==> config.mk <==
export PLATFORM = sky130hd
export DESIGN_NAME = priv_csr_file
export DESIGN_NICKNAME = d
export VERILOG_FILES = /design/src/rtl/priv_csr_pkg.sv /design/src/rtl/csr_access_guard.sv /design/src/rtl/csr_status_reg.sv /design/src/rtl/csr_irq_regs.sv /design/src/rtl/priv_csr_file.sv
export SDC_FILE = /design/constraint.sdc
export NUM_CORES = 1
export LEC_CHECK = 0
export BUFFER_PORTS_ARGS = -buffer_cell sky130_fd_sc_hd__buf_2
export CAP_MARGIN = 20
export CORE_AREA = 2 2 94 96
export CTS_CLUSTER_DIAMETER = 30
export DETAILED_ROUTE_END_ITERATION = 16
export DIE_AREA = 0 0 96 98
export PLACE_DENSITY = 0.82
export SYNTH_ARGS = -nofsm -noshare
export SYNTH_HDL_FRONTEND = slang
export SYNTH_HIERARCHICAL = 1
export SYNTH_SLANG_ARGS = --single-unit
==> constraint.sdc <==
create_clock -name clk -period 2.3 [get_ports clk]
set_input_delay 0 -clock clk [delete_from_list [all_inputs] [get_ports clk]]
set_output_delay 0 -clock clk [all_outputs]
set_load 0.02 [all_outputs]
==> src/rtl/priv_csr_pkg.sv <==
`timescale 1ns/1ps
package priv_csr_pkg;

   typedef enum logic [1:0] {
      PRIV_U = 2'd0,
      PRIV_S = 2'd1,
      PRIV_H = 2'd2,
      PRIV_M = 2'd3
   } priv_e;

   // register addresses; bits [9:8] carry the lowest privilege allowed
   localparam logic [11:0] A_MSTATUS = 12'h300;
   localparam logic [11:0] A_MIDELEG = 12'h303;
   localparam logic [11:0] A_MIE     = 12'h304;
   localparam logic [11:0] A_MIP     = 12'h344;
   localparam logic [11:0] A_SSTATUS = 12'h100;
   localparam logic [11:0] A_SIE     = 12'h104;
   localparam logic [11:0] A_SIP     = 12'h144;

   // status field positions
   localparam int ST_SIE    = 1;
   localparam int ST_MIE    = 3;
   localparam int ST_SPIE   = 5;
   localparam int ST_MPIE   = 7;
   localparam int ST_SPP    = 8;
   localparam int ST_MPP_LO = 11;
   localparam int ST_FS_LO  = 13;
   localparam int ST_XS_LO  = 15;
   localparam int ST_MPRV   = 17;
   localparam int ST_VM_LO  = 19;
   localparam int VM_W      = 5;

   localparam logic [31:0] MSK_MPP = 32'h3 << ST_MPP_LO;
   localparam logic [31:0] MSK_FS  = 32'h3 << ST_FS_LO;
   localparam logic [31:0] MSK_XS  = 32'h3 << ST_XS_LO;
   localparam logic [31:0] MSK_VM  = 32'h1F << ST_VM_LO;
   localparam logic [31:0] MSK_M_BASE = (32'h1 << ST_SIE) | (32'h1 << ST_MIE)
                                      | (32'h1 << ST_SPIE) | (32'h1 << ST_MPIE)
                                      | (32'h1 << ST_SPP) | (32'h1 << ST_MPRV)
                                      | MSK_FS;
   localparam logic [31:0] MSK_S_VIEW = (32'h1 << ST_SIE) | (32'h1 << ST_SPIE)
                                      | (32'h1 << ST_SPP) | MSK_FS | MSK_XS;

   // interrupt bit positions
   localparam int IRQ_SSOFT  = 1;
   localparam int IRQ_HSOFT  = 2;
   localparam int IRQ_MSOFT  = 3;
   localparam int IRQ_STIMER = 5;
   localparam int IRQ_HTIMER = 6;
   localparam int IRQ_MTIMER = 7;
   localparam int IRQ_COP    = 8;
   localparam int IRQ_HOST   = 9;

   localparam logic [31:0] IRQ_SW_M  = (32'h1 << IRQ_SSOFT) | (32'h1 << IRQ_MSOFT)
                                     | (32'h1 << IRQ_STIMER);
   localparam logic [31:0] IRQ_SW_S  = 32'h1 << IRQ_SSOFT;
   localparam logic [31:0] IRQ_S_SET = (32'h1 << IRQ_SSOFT) | (32'h1 << IRQ_STIMER);
   localparam logic [31:0] IRQ_IMPL  = IRQ_SW_M | (32'h1 << IRQ_MTIMER) | (32'h1 << IRQ_HOST);

endpackage

==> src/rtl/csr_access_guard.sv <==
`timescale 1ns/1ps
module csr_access_guard
   import priv_csr_pkg::*;
#(
   parameter int AW = 12
) (
   input  logic [AW-1:0] addr_i,
   input  logic          rd_i,
   input  logic          wr_i,
   input  logic [1:0]    priv_i,
   output logic          fault_o,
   output logic          wr_ok_o
);
   localparam int LVL_LO = AW - 4;
   localparam int RO_LO  = AW - 2;

   logic too_low;
   logic read_only;

   always_comb begin
      too_low   = addr_i[LVL_LO +: 2] > priv_i;
      read_only = addr_i[RO_LO +: 2] == 2'b11;
      fault_o   = (rd_i | wr_i) & (too_low | (wr_i & read_only));
      wr_ok_o   = wr_i & ~fault_o;
   end
endmodule

==> src/rtl/csr_status_reg.sv <==
`timescale 1ns/1ps
module csr_status_reg
   import priv_csr_pkg::*;
#(
   parameter int          XLEN     = 32,
   parameter bit          HAS_EXT  = 1'b1,
   parameter logic [31:0] VM_LEGAL = 32'h0000_0101
) (
   input  logic            clk,
   input  logic            rst_n,
   input  logic            m_we_i,
   input  logic            s_we_i,
   input  logic [XLEN-1:0] wdata_i,
   output logic [XLEN-1:0] status_o,
   output logic [XLEN-1:0] sview_o
);
   localparam logic [XLEN-1:0] SD_BIT = {1'b1, {(XLEN-1){1'b0}}};
   localparam logic [XLEN-1:0] M_BASE = XLEN'(MSK_M_BASE);
   localparam logic [XLEN-1:0] M_MPP  = XLEN'(MSK_MPP);
   localparam logic [XLEN-1:0] M_VM   = XLEN'(MSK_VM);
   localparam logic [XLEN-1:0] M_XS   = XLEN'(MSK_XS);
   localparam logic [XLEN-1:0] M_SV   = XLEN'(MSK_S_VIEW);

   logic [XLEN-1:0] xs_allow;
   logic [XLEN-1:0] st_q, st_d;
   logic [XLEN-1:0] m_mask, s_mask, impl_all;
   logic            mpp_ok, vm_ok, dirty;

   generate
      if (HAS_EXT) begin : g_ext
         assign xs_allow = M_XS;
      end else begin : g_no_ext
         assign xs_allow = '0;
      end
   endgenerate

   assign impl_all = M_BASE | M_MPP | M_VM | xs_allow;

   always_comb begin
      mpp_ok = wdata_i[ST_MPP_LO +: 2] != 2'b10;
      vm_ok  = VM_LEGAL[wdata_i[ST_VM_LO +: VM_W]];
      m_mask = M_BASE | xs_allow | (mpp_ok ? M_MPP : '0) | (vm_ok ? M_VM : '0);
      s_mask = M_SV & (M_BASE | xs_allow);
      st_d   = st_q;
      if (m_we_i)
         st_d = (st_q & ~m_mask) | (wdata_i & m_mask);
      else if (s_we_i)
         st_d = (st_q & ~s_mask) | (wdata_i & s_mask);
   end

   always_ff @(posedge clk or negedge rst_n) begin
      if (!rst_n) st_q <= '0;
      else        st_q <= st_d;
   end

   assign dirty    = (st_q[ST_FS_LO +: 2] == 2'b11) | (st_q[ST_XS_LO +: 2] == 2'b11);
   assign status_o = st_q | (dirty ? SD_BIT : '0);
   assign sview_o  = (st_q & M_SV) | (dirty ? SD_BIT : '0);

   // nothing outside the implemented fields is ever stored
   assert_impl_only_R4: assert property (@(posedge clk) disable iff (!rst_n)
      (st_q & ~impl_all) == '0);

   // the reserved previous-privilege code never lands
   assert_mpp_keep_R5: assert property (@(posedge clk) disable iff (!rst_n)
      (m_we_i && wdata_i[ST_MPP_LO +: 2] == 2'b10) |=> $stable(st_q[ST_MPP_LO +: 2]));

   // supervisor writes leave machine-only fields alone
   assert_sview_keep_R9: assert property (@(posedge clk) disable iff (!rst_n)
      (s_we_i && !m_we_i) |=> ($stable(st_q[ST_MIE]) && $stable(st_q[ST_MPIE])
                              && $stable(st_q[ST_MPP_LO +: 2]) && $stable(st_q[ST_MPRV])));

   // state only moves on a write
   assert_hold_R14: assert property (@(posedge clk) disable iff (!rst_n)
      !(m_we_i || s_we_i) |=> $stable(st_q));
endmodule

==> src/rtl/csr_irq_regs.sv <==
`timescale 1ns/1ps
module csr_irq_regs
   import priv_csr_pkg::*;
#(
   parameter int XLEN = 32
) (
   input  logic            clk,
   input  logic            rst_n,
   input  logic            mip_we_i,
   input  logic            sip_we_i,
   input  logic            mie_we_i,
   input  logic            sie_we_i,
   input  logic            dlg_we_i,
   input  logic [XLEN-1:0] wdata_i,
   input  logic            timer_i,
   input  logic            host_nz_i,
   output logic [XLEN-1:0] pend_o,
   output logic [XLEN-1:0] enab_o,
   output logic [XLEN-1:0] deleg_o
);
   localparam logic [XLEN-1:0] SW_M  = XLEN'(IRQ_SW_M);
   localparam logic [XLEN-1:0] SW_S  = XLEN'(IRQ_SW_S);
   localparam logic [XLEN-1:0] S_SET = XLEN'(IRQ_S_SET);
   localparam logic [XLEN-1:0] IMPL  = XLEN'(IRQ_IMPL);

   logic [XLEN-1:0] pend_q, enab_q, dlg_q;
   logic [XLEN-1:0] pend_d, enab_d, dlg_d;

   function automatic logic [XLEN-1:0] merge(input logic [XLEN-1:0] old_v,
                                             input logic [XLEN-1:0] new_v,
                                             input logic [XLEN-1:0] msk);
      merge = (old_v & ~msk) | (new_v & msk);
   endfunction

   always_comb begin
      pend_d = pend_q;
      enab_d = enab_q;
      dlg_d  = dlg_q;
      if (mip_we_i)      pend_d = merge(pend_q, wdata_i, SW_M);
      else if (sip_we_i) pend_d = merge(pend_q, wdata_i, SW_S);
      if (mie_we_i)      enab_d = merge(enab_q, wdata_i, IMPL);
      else if (sie_we_i) enab_d = merge(enab_q, wdata_i, S_SET);
      if (dlg_we_i)      dlg_d  = merge(dlg_q, wdata_i, S_SET);
   end

   always_ff @(posedge clk or negedge rst_n) begin
      if (!rst_n) begin
         pend_q <= '0;
         enab_q <= '0;
         dlg_q  <= '0;
      end else begin
         pend_q <= pend_d;
         enab_q <= enab_d;
         dlg_q  <= dlg_d;
      end
   end

   always_comb begin
      pend_o = pend_q;
      pend_o[IRQ_MTIMER] = timer_i;
      pend_o[IRQ_HOST]   = host_nz_i;
   end
   assign enab_o  = enab_q;
   assign deleg_o = dlg_q;

   // supervisor pending writes touch only the S-soft bit
   assert_sip_only_R11: assert property (@(posedge clk) disable iff (!rst_n)
      (sip_we_i && !mip_we_i) |=> ($stable(pend_q[IRQ_MSOFT]) && $stable(pend_q[IRQ_STIMER])));

   // supervisor enable writes leave machine bits alone
   assert_sie_only_R12: assert property (@(posedge clk) disable iff (!rst_n)
      (sie_we_i && !mie_we_i) |=> ($stable(enab_q[IRQ_MSOFT]) && $stable(enab_q[IRQ_MTIMER])
                                   && $stable(enab_q[IRQ_HOST])));

   // delegation holds supervisor bits only
   assert_deleg_set_R13: assert property (@(posedge clk) disable iff (!rst_n)
      (dlg_q & ~S_SET) == '0);

   // the M-timer bit is never taken from software
   assert_mtimer_live_R10: assert property (@(posedge clk) disable iff (!rst_n)
      pend_q[IRQ_MTIMER] == 1'b0);
endmodule

==> src/rtl/priv_csr_file.sv <==
`timescale 1ns/1ps
module priv_csr_file
   import priv_csr_pkg::*;
#(
   parameter int          XLEN     = 32,
   parameter bit          HAS_EXT  = 1'b1,
   parameter logic [31:0] VM_LEGAL = 32'h0000_0101
) (
   input  logic            clk,
   input  logic            rst_n,
   input  logic [11:0]     csr_addr_i,
   input  logic            csr_rd_i,
   input  logic            csr_wr_i,
   input  logic [XLEN-1:0] csr_wdata_i,
   input  logic [1:0]      cur_priv_i,
   input  logic            timer_irq_i,
   input  logic [XLEN-1:0] host_msg_i,
   output logic [XLEN-1:0] csr_rdata_o,
   output logic            csr_illegal_o,
   output logic [XLEN-1:0] status_o,
   output logic [XLEN-1:0] pend_o,
   output logic [XLEN-1:0] enab_o,
   output logic [XLEN-1:0] deleg_o
);
   localparam int AW = 12;
   localparam logic [XLEN-1:0] S_SET = XLEN'(IRQ_S_SET);

   generate
      if (XLEN != 32 && XLEN != 64) begin : g_bad_xlen
         $error("priv_csr_file: XLEN must be 32 or 64");
      end
   endgenerate

   logic            wr_ok;
   logic [XLEN-1:0] sview;
   logic            we_mst, we_sst, we_mip, we_sip, we_mie, we_sie, we_dlg;

   csr_access_guard #(.AW(AW)) guard_i (
      .addr_i  (csr_addr_i),
      .rd_i    (csr_rd_i),
      .wr_i    (csr_wr_i),
      .priv_i  (cur_priv_i),
      .fault_o (csr_illegal_o),
      .wr_ok_o (wr_ok)
   );

   always_comb begin
      we_mst = wr_ok && csr_addr_i == A_MSTATUS;
      we_sst = wr_ok && csr_addr_i == A_SSTATUS;
      we_mip = wr_ok && csr_addr_i == A_MIP;
      we_sip = wr_ok && csr_addr_i == A_SIP;
      we_mie = wr_ok && csr_addr_i == A_MIE;
      we_sie = wr_ok && csr_addr_i == A_SIE;
      we_dlg = wr_ok && csr_addr_i == A_MIDELEG;
   end

   csr_status_reg #(.XLEN(XLEN), .HAS_EXT(HAS_EXT), .VM_LEGAL(VM_LEGAL)) status_i (
      .clk      (clk),
      .rst_n    (rst_n),
      .m_we_i   (we_mst),
      .s_we_i   (we_sst),
      .wdata_i  (csr_wdata_i),
      .status_o (status_o),
      .sview_o  (sview)
   );

   csr_irq_regs #(.XLEN(XLEN)) irq_i (
      .clk       (clk),
      .rst_n     (rst_n),
      .mip_we_i  (we_mip),
      .sip_we_i  (we_sip),
      .mie_we_i  (we_mie),
      .sie_we_i  (we_sie),
      .dlg_we_i  (we_dlg),
      .wdata_i   (csr_wdata_i),
      .timer_i   (timer_irq_i),
      .host_nz_i (|host_msg_i),
      .pend_o    (pend_o),
      .enab_o    (enab_o),
      .deleg_o   (deleg_o)
   );

   always_comb begin
      csr_rdata_o = '0;
      if (!csr_illegal_o) begin
         case (csr_addr_i)
            A_MSTATUS: csr_rdata_o = status_o;
            A_SSTATUS: csr_rdata_o = sview;
            A_MIP:     csr_rdata_o = pend_o;
            A_SIP:     csr_rdata_o = pend_o & S_SET;
            A_MIE:     csr_rdata_o = enab_o;
            A_SIE:     csr_rdata_o = enab_o & S_SET;
            A_MIDELEG: csr_rdata_o = deleg_o;
            default:   csr_rdata_o = '0;
         endcase
      end
   end

   // privilege level in the address is enforced
   assert_priv_gate_R1: assert property (@(posedge clk) disable iff (!rst_n)
      ((csr_rd_i || csr_wr_i) && csr_addr_i[9:8] > cur_priv_i) |-> csr_illegal_o);

   // writes to the read-only quadrant fault
   assert_ro_write_R2: assert property (@(posedge clk) disable iff (!rst_n)
      (csr_wr_i && csr_addr_i[11:10] == 2'b11) |-> csr_illegal_o);

   // a faulting write leaves every stored word unchanged
   assert_fault_inert_R3: assert property (@(posedge clk) disable iff (!rst_n)
      (csr_wr_i && csr_illegal_o) |=> ($stable(status_o) && $stable(enab_o) && $stable(deleg_o)));

   // faulting reads return zero
   assert_fault_zero_R3: assert property (@(posedge clk) disable iff (!rst_n)
      csr_illegal_o |-> csr_rdata_o == '0);
endmodule

==> flow_summary.ini <==
[pwr]
internal-power_mw = 0.735
powerDensity_nw_per_um2 = 284
vdd_drop_max_v = 0.000283
p_leak_nw = 1.99
p_clk_frac = 0.225
seqPwrFrac = 0.390
total_power_mw = 1.23
switching_share = 0.401
combPwrFrac = 0.385
p_switching_mw = 0.491

[setup_path]
arrival_ns = 2.06
critPathKind = input pin to output pin
critPathCaptureType = output pin
cp_max_fo = 18
r2r_cells = 1
critPathLaunchType = input pin
required_ns = 2.30

[yosys]
syn_area_per_cell_um2 = 7.71
synth-seq-cells = 27
synth_ff_type = dfrtp_1
synth-compound-area-share = 0.127
synth-edff-count = 0
synth_fa_ha_area_frac = 0.00641
synth_area_leaders = buf_4, dfrtp_1, mux2_2
yosysMostFrequentCell = buf_4
synth_area_um2 = 3900
synth_top_area_share = 0.260
synth_cell_types = 35
synth_xor_area_frac = 0
synthCells = 506
synth-seq-area-share = 0.173
yosysWarningCount = 6
synth_largest_area_cell = buf_4
yosys.area_share.simple = 0.237
yosys-top-cells-count = buf_4, nand2_1, mux2_2, nand3_1, a21oi_1
synth_top_family_by_area = buffers and inverters
async_reset_ff_frac = 1.00
muxShareOfSynthArea = 0.154

[finish]
antenna_cells = 0
fin_nets = 701
area_growth_pct = 10.4
drive_gt1_frac = 0.387

[clocking]
clkTransAtPathRegs_ns = 0.10
cts_buffer_depth = 2
cts_buffers = 3
post_cts_buffers = 0
root_buffer = clkbuf_8
clk_latency_ns = 0.27
clkSinkCount = 27
tritoncts = built
htree_num_levels = 1

[run]
drv_cap = 0

[outcome]
run_status = completed

[drt]
routed_wl_mm = 11.5
vias_per_cell = 5.23
first_pass_iters = 5
antenna_left = 0
drc = 0
first_iter_violations = 178
wl_per_cell_um = 15.9
vias = 3784

[global_route]
grt_pass1_wl_mm = 17.5
grt_pass1_vias = 3695
grt_max_degree = 67
grt_usage = 0.232
antenna_found_initial = 0
gr-total-overflow = 0

[hold_path]
worstHoldPathCells = 4
holdCritPathClass = input pin to register

[place]
routabilityCongestion = 0.783
dp_hpwl_mm = 8.71
port_buffers = 118

[floorplan]
initial_core_util = 0.461
ios = 244
dieHeight_um = 98
fp.dieW_um = 96
rows = 34
core_area_um2 = 8470
die_area_um2 = 9410

[sta]
finalHoldViolCount = 0
max_freq_mhz = 486
layout_min_cycle_time_ns = 2.06
setup_viol = 0
worst_pin_slew_ns = 0.643
final-max-slew-violation-count = 0
relSlewSlack = 0.572
grt_setup_unrepaired = no
tns_ns = 0
fin_worst_skew_ns = 0
min_period_over_period = 0.895
-- critical path, cell delays in order --
cell	delay, ns
buf_2	0.14
ha_1	0.31
nor2b_1	0.14
o221ai_2	0.13
nand2_1	0.11
a21oi_1	0.21
o2111ai_4	0.36
buf_4	0.32
a21oi_1	0.13
buf_2	0.19
-- stage by stage --
| stage | hold slack, ns | utilization | worst slack (ns) | area (um2) | instances |
|---|---|---|---|---|---|
| 2_1_floorplan | -0.296 | - | 0.521 | 4350 | 626 |
| 3_3_place_gp | 0.0438 | 0.486 | 0.254 | 4110 | 704 |
| 3_5_place_dp | 0.0600 | 0.486 | 0.155 | 4110 | 704 |
| 4_1_cts | 0.140 | 0.509 | 0.215 | 4310 | 723 |
| 5_1_grt | 0.162 | 0.509 | 0.0335 | 4310 | 723 |
| 6_report | 0.156 | 0.509 | 0.241 | 4310 | 723 |
-- state kept, by name, summed over array words and instances (netlist names) --
name / flops
irq_i/pend_q: 3
status_i/st_q: 17
irq_i/deleg_o: 2
irq_i/enab_o: 5
-- final cells by class --
class | count | area [um2]
Clock buffer | 3 | 41.3
Clock inverter | 1 | 5.00
Fill cell | 829 | 4160
Inverter | 4 | 15.0
Multi-Input combinational cell | 426 | 2540
Sequential cell | 27 | 676
Tap cell | 108 | 135
Timing Repair Buffer | 154 | 898
-- power by group through the flow --
| stage | registers, mW | clock network, mW | logic, mW |
|---|---|---|---|
| after floorplan | 0.488 | 0 | 0.469 |
| after global placement | 0.487 | 0 | 0.420 |
| after detailed placement | 0.487 | 0 | 0.427 |
| after CTS | 0.477 | 0.291 | 0.448 |
| after global routing | 0.478 | 0.316 | 0.512 |
| final | 0.477 | 0.276 | 0.472 |
-- layout by cell type, fill, tap and decap left out, drive strengths merged, types with 2 or more instances in the layout --
cell type and instances:
a22o 2, nor4 11, ha 2, nor2 8, nand4 34, a21oi 35, nor3 4, dfrtp 27
mux2 53, nor3b 3, conb 122, nand3 42, inv 4, dlygate4sd3 15, clkbuf 3, nand2 66
a31o 32, and2 4, and3 2, buf 139
-- logic make-up after synthesis --
family / count (synthesis)
fa+ha+maj: 2
simple gates: 178
buf+inv: 173
other cells: 2
mux: 53
compound gates: 71
flops: 27
-- metal layers --
layer,routed length [um],track usage,up-vias
li1,-,-,1765
met1,4370,0.263,1796
met2,6150,0.450,203
met3,834,0.0301,20
met4,163,0.0440,0
met5,0,0,-
-- repair_timing --
action                    CTS  global route
gates resized for setup     0             0
hold endpoints to repair   45             0
hold buffers               15             0
-- path summary, 6_finish.rpt --
| path | start | to | slack, ns |
|---|---|---|---|
| max in group asynchronous | rst_n | status_i/st_q[21] | 1.59 |
| min in group asynchronous | rst_n | status_i/st_q[22] | 0.30 |
| setup reg to reg | status_i/st_q[15] | status_i/st_q[15] | 1.44 |
| setup / recovery | csr_addr_i[9] | csr_rdata_o[1] | 0.24 |
| hold / removal | csr_wdata_i[21] | status_i/st_q[19] | 0.16 |
| hold reg to reg | status_i/st_q[21] | status_i/st_q[21] | 0.53 |
(Power assumes the default switching activity.)
